==> src/rtl/xcu_pkg.sv <==
package xcu_pkg;
  // control/status bit positions
  localparam int BIT_EN  = 0;
  localparam int BIT_HIE = 1;
  localparam int BIT_EIE = 2;
  localparam int BIT_HF  = 3;
  localparam int BIT_EF  = 4;
  localparam int CTRL_W  = 5;

  // half-way mark: start shifted right once, zero start means full range
  function automatic logic [31:0] half_mark(input logic [31:0] start, input int unsigned w);
    if (start == 32'd0) return 32'd1 << (w - 1);
    return start >> 1;
  endfunction
endpackage

==> src/rtl/xcu_counter.sv <==
module xcu_counter #(
  parameter int CNT_W = 24
) (
  input  logic             clk,
  input  logic             rst_n,
  input  logic             load_we,
  input  logic [CNT_W-1:0] load_val,
  input  logic             en_rise,
  input  logic             dec_fire,
  output logic [CNT_W-1:0] cnt,
  output logic [CNT_W-1:0] start_cnt,
  output logic             hit_half,
  output logic             hit_zero
);
  logic [CNT_W-1:0] cnt_nxt;
  logic [CNT_W-1:0] mark;

  assign cnt_nxt  = cnt - 1'b1;
  assign mark     = CNT_W'(xcu_pkg::half_mark(32'(start_cnt), CNT_W));
  assign hit_half = dec_fire && (cnt_nxt == mark);
  assign hit_zero = dec_fire && (cnt == CNT_W'(1));

  always_ff @(posedge clk or negedge rst_n) begin
    if (!rst_n) begin
      cnt       <= '0;
      start_cnt <= '0;
    end else begin
      if (load_we)       cnt <= load_val;
      else if (dec_fire) cnt <= cnt_nxt;
      if (en_rise)       start_cnt <= cnt;
    end
  end
endmodule

==> src/rtl/xcu_half_flag.sv <==
module xcu_half_flag #(
  parameter bit HALF_EN = 1'b1
) (
  input  logic clk,
  input  logic rst_n,
  input  logic set_req,
  input  logic rd_ctrl,
  input  logic wr_ctrl,
  input  logic wr_bit,
  output logic flag
);
  if (HALF_EN) begin : g_on
    logic armed;
    always_ff @(posedge clk or negedge rst_n) begin
      if (!rst_n) begin
        flag  <= 1'b0;
        armed <= 1'b0;
      end else begin
        if (set_req)                          flag <= 1'b1;
        else if (wr_ctrl && !wr_bit && armed) flag <= 1'b0;
        if (wr_ctrl)              armed <= 1'b0;
        else if (rd_ctrl && flag) armed <= 1'b1;
      end
    end
  end else begin : g_off
    logic unused_in;
    assign unused_in = ^{clk, rst_n, set_req, rd_ctrl, wr_ctrl, wr_bit};
    assign flag = 1'b0;
  end
endmodule

==> src/rtl/xfer_count_unit.sv <==
module xfer_count_unit #(
  parameter int CNT_W   = 24,
  parameter bit HALF_EN = 1'b1
) (
  input  logic        clk,
  input  logic        rst_n,
  input  logic        reg_wr,
  input  logic        reg_rd,
  input  logic        reg_sel,
  input  logic [31:0] wr_data,
  output logic [31:0] rd_data,
  input  logic        dec_strobe,
  input  logic        nmi_abort,
  input  logic        addr_err,
  input  logic        gbl_en,
  output logic        end_irq,
  output logic        half_irq
);
  import xcu_pkg::*;

  logic chan_en, half_ie, end_ie, end_flag, half_flag;
  logic wr_ctrl, wr_cnt, rd_ctrl, abort_ev, en_rise, dec_fire;
  logic hit_half, hit_zero;
  logic [CNT_W-1:0] cnt, start_cnt;
  logic [CTRL_W-1:0] ctrl_word;
  logic unused_bits;

  // named internal events
  assign wr_ctrl  = reg_wr && reg_sel;
  assign rd_ctrl  = reg_rd && reg_sel;
  assign wr_cnt   = reg_wr && !reg_sel && !chan_en;
  assign abort_ev = nmi_abort || addr_err;
  assign en_rise  = wr_ctrl && wr_data[BIT_EN] && !chan_en && !abort_ev;
  assign dec_fire = chan_en && gbl_en && !end_flag && dec_strobe && !abort_ev;

  xcu_counter #(.CNT_W(CNT_W)) u_cnt (
    .clk(clk), .rst_n(rst_n),
    .load_we(wr_cnt), .load_val(wr_data[CNT_W-1:0]),
    .en_rise(en_rise), .dec_fire(dec_fire),
    .cnt(cnt), .start_cnt(start_cnt),
    .hit_half(hit_half), .hit_zero(hit_zero)
  );

  xcu_half_flag #(.HALF_EN(HALF_EN)) u_hf (
    .clk(clk), .rst_n(rst_n),
    .set_req(hit_half && half_ie),
    .rd_ctrl(rd_ctrl), .wr_ctrl(wr_ctrl), .wr_bit(wr_data[BIT_HF]),
    .flag(half_flag)
  );

  always_ff @(posedge clk or negedge rst_n) begin
    if (!rst_n) begin
      chan_en  <= 1'b0;
      half_ie  <= 1'b0;
      end_ie   <= 1'b0;
      end_flag <= 1'b0;
    end else begin
      if (abort_ev)     chan_en <= 1'b0;
      else if (wr_ctrl) chan_en <= wr_data[BIT_EN];
      if (wr_ctrl) begin
        half_ie <= wr_data[BIT_HIE];
        end_ie  <= wr_data[BIT_EIE];
      end
      if (hit_zero)                         end_flag <= 1'b1;
      else if (wr_ctrl && !wr_data[BIT_EF]) end_flag <= 1'b0;
    end
  end

  always_comb begin
    ctrl_word          = '0;
    ctrl_word[BIT_EN]  = chan_en;
    ctrl_word[BIT_HIE] = half_ie;
    ctrl_word[BIT_EIE] = end_ie;
    ctrl_word[BIT_HF]  = half_flag;
    ctrl_word[BIT_EF]  = end_flag;
  end

  assign rd_data  = reg_sel ? 32'(ctrl_word) : 32'(cnt);
  assign end_irq  = end_flag && end_ie;
  assign half_irq = half_flag && half_ie;
  assign unused_bits = ^{wr_data, reg_rd};
endmodule

==> config.mk <==
export PLATFORM = sky130hd
export DESIGN_NAME = xfer_count_unit
export DESIGN_NICKNAME = d
export VERILOG_FILES = /design/src/rtl/xcu_pkg.sv /design/src/rtl/xcu_counter.sv /design/src/rtl/xcu_half_flag.sv /design/src/rtl/xfer_count_unit.sv
export SDC_FILE = /design/constraint.sdc
export NUM_CORES = 1
export LEC_CHECK = 0
export BUFFER_PORTS_ARGS = -buffer_cell sky130_fd_sc_hd__buf_2
export CAP_MARGIN = 20
export CORE_MARGIN = 5
export CORE_UTILIZATION = 56
export CTS_CLUSTER_DIAMETER = 100
export DETAILED_ROUTE_END_ITERATION = 10
export GPL_ROUTABILITY_DRIVEN = 0
export PLACE_DENSITY = 0.81
export SKIP_CTS_REPAIR_TIMING = 1
export SLEW_MARGIN = 20
export SYNTH_ARGS = -nofsm -noshare
export SYNTH_HDL_FRONTEND = slang
export SYNTH_SLANG_ARGS = --single-unit
==> constraint.sdc <==
create_clock -name clk -period 3.35 [get_ports clk]
set_input_delay 0 -clock clk [delete_from_list [all_inputs] [get_ports clk]]
set_output_delay 0 -clock clk [all_outputs]
set_load 0.02 [all_outputs]
==> results of run 1 <==
-- cells by family after synthesis --
| group | Yosys count | synth area share [%] |
|---|---|---|
| AND/OR/NAND/NOR | 156 | 24.1 |
| adder cells (fa/ha/maj) | 2 | 0.687 |
| buffers and inverters | 47 | 5.74 |
| other | 1 | 0.103 |
| AO/OA/AOI/OAI | 73 | 14.2 |
| multiplexers | 35 | 10.7 |
| XOR/XNOR | 31 | 7.45 |
| flip-flops | 54 | 37.1 |
-- layout make-up --
| type | instances | area share, % |
|---|---|---|
| Tap cell | 77 | 2.24 |
| Inverter | 9 | 0.784 |
| Timing Repair Buffer | 93 | 14.3 |
| Sequential cell | 54 | 31.3 |
| Clock inverter | 1 | 0.116 |
| Clock buffer | 7 | 2.00 |
| Multi-Input combinational cell | 305 | 49.2 |
-- metal layers --
metal,vias up,track usage (%)
met4,0,7.44
li1,1559,-
met2,105,36.4
met3,21,4.33
met1,1632,29.5
met5,-,0
-- through the flow --
stage / power, mW / worst slack, ns / cell area (µm²)
after floorplan: 1.43 / 0.595 / 3670
after global routing: 2.13 / 0.119 / 4310
after CTS: 2.00 / 0.262 / 4050
after detailed placement: 1.61 / 0.305 / 3960
final: 2.02 / 0.228 / 4310
after global placement: 1.58 / 0.430 / 3960
-- cell usage in the layout, fill, tap and decap left out, types with 2 or more instances in the layout --
cell type,n
buf_2,58
dfrtp_1,54
nand2_1,32
mux2_2,31
o21ai_0,28
xnor2_1,27
dlygate4sd3_1,26
nor2_1,25
nor2b_1,20
nor3_1,18
nor4_1,15
a221o_1,11
inv_1,9
buf_4,9
a21oi_1,8
conb_1,8
nand2b_1,6
clkbuf_8,6
nand4b_1,5
nand3_1,5
and2_1,4
or3_1,4
xor2_1,4
mux2i_1,4
nor4_2,3
or4_1,3
o311ai_0,3
nor3b_1,3
nand4_1,2
nor4b_1,2
a221oi_1,2
or2_2,2
a21o_1,2
a22oi_1,2
a222oi_1,2
ha_1,2
-- sequential cells by signal, summed over array words and instances (netlist names) --
register,cells
chan_en,1
end_flag,1
end_ie,1
half_ie,1
u_cnt.cnt,24
u_cnt.start_cnt,24
u_hf.flag,1
u_hf.g_on.armed,1
-- final timing paths --
check	start	end	slack (ns)
min	reg_rd	u_hf.g_on.armed$_DFFE_PN0P_	-0.02
max	u_cnt.cnt[0]$_DFFE_PN0P_	u_hf.flag$_DFFE_PN0P_	0.23
min reg2reg	u_cnt.start_cnt[0]$_DFFE_PN0P_	u_cnt.start_cnt[0]$_DFFE_PN0P_	0.53
min in group asynchronous	rst_n	u_cnt.start_cnt[4]$_DFFE_PN0P_	0.31
max reg2reg	u_cnt.cnt[0]$_DFFE_PN0P_	u_hf.flag$_DFFE_PN0P_	0.23
max in group asynchronous	rst_n	u_cnt.cnt[14]$_DFFE_PN0P_	2.27
-- tightest hold or removal path, cell delays in order --
cell	delay [ns]
buf_2	0.07
a31oi_1	0.07
a21oi_1	0.11
-- power groups by stage --
stage                     sequential [mW]  combinational, mW  clock, mW
after global routing                0.987              0.731      0.415
after global placement              0.964              0.620          0
final                               0.966              0.670      0.386
after CTS                           0.960              0.645      0.392
after detailed placement            0.972              0.642          0
after floorplan                     0.882              0.544          0
==> impl_metrics.env, run 1 <==
export IMPL_viasPerCell=6.08
export IMPL_cts_sinks=54
export IMPL_routed_top_layer="met4"
export IMPL_maxCapViolCount=0
export IMPL_ant_nets=0
export IMPL_insertedDiodeCount=0
export IMPL_synth_seq_cells=54
export IMPL_die_w_um=90.6
export IMPL_power_density_mw_per_mm2=469
export IMPL_cp_depth=9
export IMPL_yosysMostFrequentCell="dfrtp_1"
export IMPL_route_met3_wl_um=520
export IMPL_hold_depth=3
export IMPL_status="complete, but fails checks"
export IMPL_syn2layout_area_growth_pct=18.3
export IMPL_worst_hold_slack_ns=-0.0170
export IMPL_die_area_mm2=0.00822
export IMPL_cts_path_max_buffers=2
export IMPL_async_flop_share_pct=100
export IMPL_critPathLaunchType="flop"
export IMPL_path_cells="inv_1 > ha_1 > or4b_2 > nor4_2 > nand2_1 > mux2i_1 > a311o_1 > nor4_1 > a21o_1"
export IMPL_critPathSlowestCell="or4b_2"
export IMPL_initial_core_util_pct=57.4
export IMPL_wirelength_um=9550
export IMPL_finalSetupViolations=0
export IMPL_switchingPower_mw=0.737
export IMPL_multi_input_area_mm2=0.00212
export IMPL_synthTopCellsByCount="54 x dfrtp_1, 32 x nand2_1, 31 x mux2_2"
export IMPL_rr_worst_depth=9
export IMPL_cp_max_fo=9
export IMPL_routed_wl_met2_um=4770
export IMPL_utilization_pct=67.9
export IMPL_fmax_mhz=320
export IMPL_grt_max_degree=48
export IMPL_drc=0
export IMPL_combPwrFrac_pct=33.1
export IMPL_cp_end_kind="flop"
export IMPL_antenna_found_initial=0
export IMPL_stdcell_count=546
export IMPL_yosys_area_top_type_share_pct=37.1
export IMPL_fin_nets=511
export IMPL_fin_crit_sh_pct=93.2
export IMPL_cts_tree="yes"
export IMPL_insertion_delay_ns=0.31
export IMPL_synth_seq_area_share_pct=37.1
export IMPL_grt_usage_pct=22.3
export IMPL_io_pins=75
export IMPL_synthTopCellsByArea="dfrtp_1 37%, mux2_2 9.6%, xnor2_1 6.5%"
export IMPL_drive_above_1_share_pct=24.5
export IMPL_violations="hold timing"
export IMPL_wl_per_cell_um=17.5
export IMPL_cp_top_family="simple AND/OR/NAND/NOR gates"
export IMPL_slew_headroom_pct=44.7
export IMPL_syn_inst=399
export IMPL_hp_class="input port to flop"
export IMPL_fillers=500
export IMPL_grt_overflow_total=0
export IMPL_grt_pass1_wl_um=15100
export IMPL_via_count=3317
export IMPL_drt_initial_drc_count=258
export IMPL_maxSlewViolCount=0
export IMPL_wl_met1_um=4060
export IMPL_synth_edf_count=0
export IMPL_h_tree_depth=2
export IMPL_syn_cell_area_mm2=0.00364
export IMPL_synth_top_area_cell="dfrtp_1"
export IMPL_rows=29
export IMPL_cp_slowest_stage_delay_ns=0.79
export IMPL_dp_cells=512
export IMPL_synthFlopType="dfrtp_1"
export IMPL_die_h_um=90.6
export IMPL_regArea_mm2=0.00135
export IMPL_hpwl_um=6630
export IMPL_arrival_ns=3.38
export IMPL_tightest_slew_ns=0.830
export IMPL_cp_required_ns=3.61
export IMPL_synth_distinct_cells=56
export IMPL_hold_viol=1
export IMPL_tns_ns=0
export IMPL_p_seq_share_pct=47.8
export IMPL_grt_pass1_vias=3042
export IMPL_worstSetupPathType="flop to flop"
export IMPL_p_clk_share_pct=19.1
export IMPL_p_leak_nw=1.86
export IMPL_numCtsBuffers=5
export IMPL_internal_power_mw=1.28
export IMPL_finClkSkew_ns=0.00886
export IMPL_drt_pass1_iterations=5
export IMPL_yosysWarnings=0
export IMPL_core_mm2=0.00635
export IMPL_cts_root_buf="clkbuf_8"
export IMPL_cts_clk_slew_worst_paths_ns=0.10
export IMPL_rsz0062_at_grt="false"
export IMPL_port_buffer_count=58
export IMPL_crit_buf_inv=1
export IMPL_peakVddDrop_v=0.000388
export IMPL_syn_area_per_cell_um2=9.13
export IMPL_sw_frac_of_total_pct=36.4
export IMPL_period_needed_ns=3.12
Power figures use the tool's default switching activity.
==> run 2, diff against run 1 <==
- PLACE_DENSITY: 0.81 -> 0.92
==> impl_metrics.env, run 2 (synthesis gave the netlist of run 1 again) <==
export IMPL_rows=29
export IMPL_fillers=457
export IMPL_insertedDiodeCount=0
export IMPL_tns_ns=0
export IMPL_cts_path_max_buffers=2
export IMPL_ant_nets=0
export IMPL_drc=0
export IMPL_switchingPower_mw=0.745
export IMPL_wl_met1_um=4010
export IMPL_grt_overflow_total=0
export IMPL_hpwl_um=6840
export IMPL_syn2layout_area_growth_pct=17.9
export IMPL_multi_input_area_mm2=0.00212
export IMPL_finClkSkew_ns=0.0109
export IMPL_fin_ws_ns=0.167
export IMPL_top_regs="u_cnt.cnt: 24 flops, u_cnt.start_cnt: 24 flops"
export IMPL_arrival_ns=3.43
export IMPL_grt_usage_pct=23.7
export IMPL_mostFrequentLayoutCells="58 x buf_2, 54 x dfrtp_1, 32 x nand2_1"
export IMPL_drive_above_1_share_pct=24.1
export IMPL_placed_cell_area_mm2=0.00396
export IMPL_p_seq_share_pct=48.6
export IMPL_wl_per_cell_um=19.2
export IMPL_numCtsBuffers=5
export IMPL_io_pins=75
export IMPL_finalSetupViolations=0
export IMPL_h_tree_depth=2
export IMPL_die_w_um=90.6
export IMPL_via_count=3504
export IMPL_sw_frac_of_total_pct=37.2
export IMPL_fin_crit_sh_pct=95.0
export IMPL_post_place_ws_ns=0.261
export IMPL_cts_tree="yes"
export IMPL_layout_commonest_cell="buf_2"
export IMPL_die_area_mm2=0.00822
export IMPL_period_needed_ns=3.18
export IMPL_drt_initial_drc_count=448
export IMPL_grt_pass1_vias=3322
export IMPL_critPathLaunchType="flop"
export IMPL_final_area_mm2=0.00430
export IMPL_fin_nets=511
export IMPL_maxCapViolCount=0
export IMPL_cp_required_ns=3.60
export IMPL_p_clk_share_pct=17.7
export IMPL_ff2ff_setup_slack_ns=0.17
export IMPL_wirelength_um=10500
export IMPL_routed_wl_met2_um=5200
export IMPL_route_met3_wl_um=829
export IMPL_drt_pass1_iterations=7
export IMPL_internal_power_mw=1.26
export IMPL_routed_top_layer="met4"
export IMPL_cts_root_buf="clkbuf_8"
export IMPL_port_buffer_count=58
export IMPL_grt_pass1_wl_um=16300
export IMPL_slew_headroom_pct=53.7
export IMPL_viasPerCell=6.43
export IMPL_core_mm2=0.00635
export IMPL_grt_max_degree=55
export IMPL_maxSlewViolCount=0
export IMPL_status="complete, no violations"
export IMPL_rsz0062_at_grt="false"
export IMPL_regArea_mm2=0.00135
export IMPL_cp_end_kind="flop"
export IMPL_worstSetupPathType="flop to flop"
export IMPL_tightest_slew_ns=0.694
export IMPL_cts_clk_slew_worst_paths_ns=0.10
export IMPL_cp_max_fo=9
export IMPL_p_leak_nw=1.85
export IMPL_cts_sinks=54
export IMPL_antenna_found_initial=0
export IMPL_hp_class="input port to flop"
export IMPL_die_h_um=90.6
export IMPL_peakVddDrop_v=0.000255
export IMPL_fmax_mhz=314
export IMPL_insertion_delay_ns=0.31
export IMPL_combPwrFrac_pct=33.7
export IMPL_power_density_mw_per_mm2=467
export IMPL_hold_viol=0
export IMPL_initial_core_util_pct=57.4
## run 2: cell types whose count changed in the layout (fill, tap and decap cells not counted)
cell      delta
clkbuf_1     +1
clkinv_2     -1
clkbuf_8     -1
## run 2: critical path: stages, from the launching register on
cell     delay [ns]
dfrtp_1        0.46
inv_1          0.15
ha_1           0.27
or4b_2         0.78
nor4_2         0.27
nand2_1        0.20
mux2i_1        0.17
a311o_1        0.37
nor4_1         0.27
a21o_1         0.18
## run 2: layer usage
metal / up-vias / GRT usage, %
met5: - / 0
met4: 0 / 9.31
met3: 54 / 4.00
met2: 215 / 41.0
met1: 1673 / 29.2
li1: 1562 / -
## run 2: area by class of cell
type	instances	share of cell area, %
clock buffers	7	1.78
inverters	9	0.786
multi-input cells	305	49.3
flip-flops and latches	54	31.5
well taps	77	2.24
repair buffers	93	14.4
## run 2: path summary, 6_finish.rpt
| check | from | endpoint | cells after the start |
|---|---|---|---|
| worst max-delay path | u_cnt.cnt[0]$_DFFE_PN0P_ | u_hf.flag$_DFFE_PN0P_ | 9 |
| worst min-delay path | reg_rd | u_hf.g_on.armed$_DFFE_PN0P_ | 3 |
| worst max register to register | u_cnt.cnt[0]$_DFFE_PN0P_ | u_hf.flag$_DFFE_PN0P_ | 9 |
| worst min register to register | u_cnt.start_cnt[0]$_DFFE_PN0P_ | u_cnt.start_cnt[0]$_DFFE_PN0P_ | 1 |
| max in group asynchronous | rst_n | u_cnt.cnt[7]$_DFFE_PN0P_ | 3 |
| min in group asynchronous | rst_n | chan_en$_DFFE_PN0P_ | 3 |
## run 2: metrics by stage
step                      hold slack [ns]  util (%)  std cells  total power [mW]
after floorplan                    -0.296         -        406              1.43
after global placement              0.158      62.3        512              1.57
after detailed placement            0.167      62.3        512              1.61
after CTS                          -0.162      63.5        519              1.96
after global routing               0.0276      67.6        545              2.12
final                              0.0119      67.6        545              2.00
## run 2: power by group through the flow
stage | Combinational, mW | Clock (mW) | Sequential [mW]
detailed placement | 0.640 | 0 | 0.975
finish | 0.676 | 0.354 | 0.974
global route | 0.741 | 0.383 | 0.992
global placement | 0.612 | 0 | 0.959
CTS | 0.642 | 0.353 | 0.963
floorplan | 0.544 | 0 | 0.882
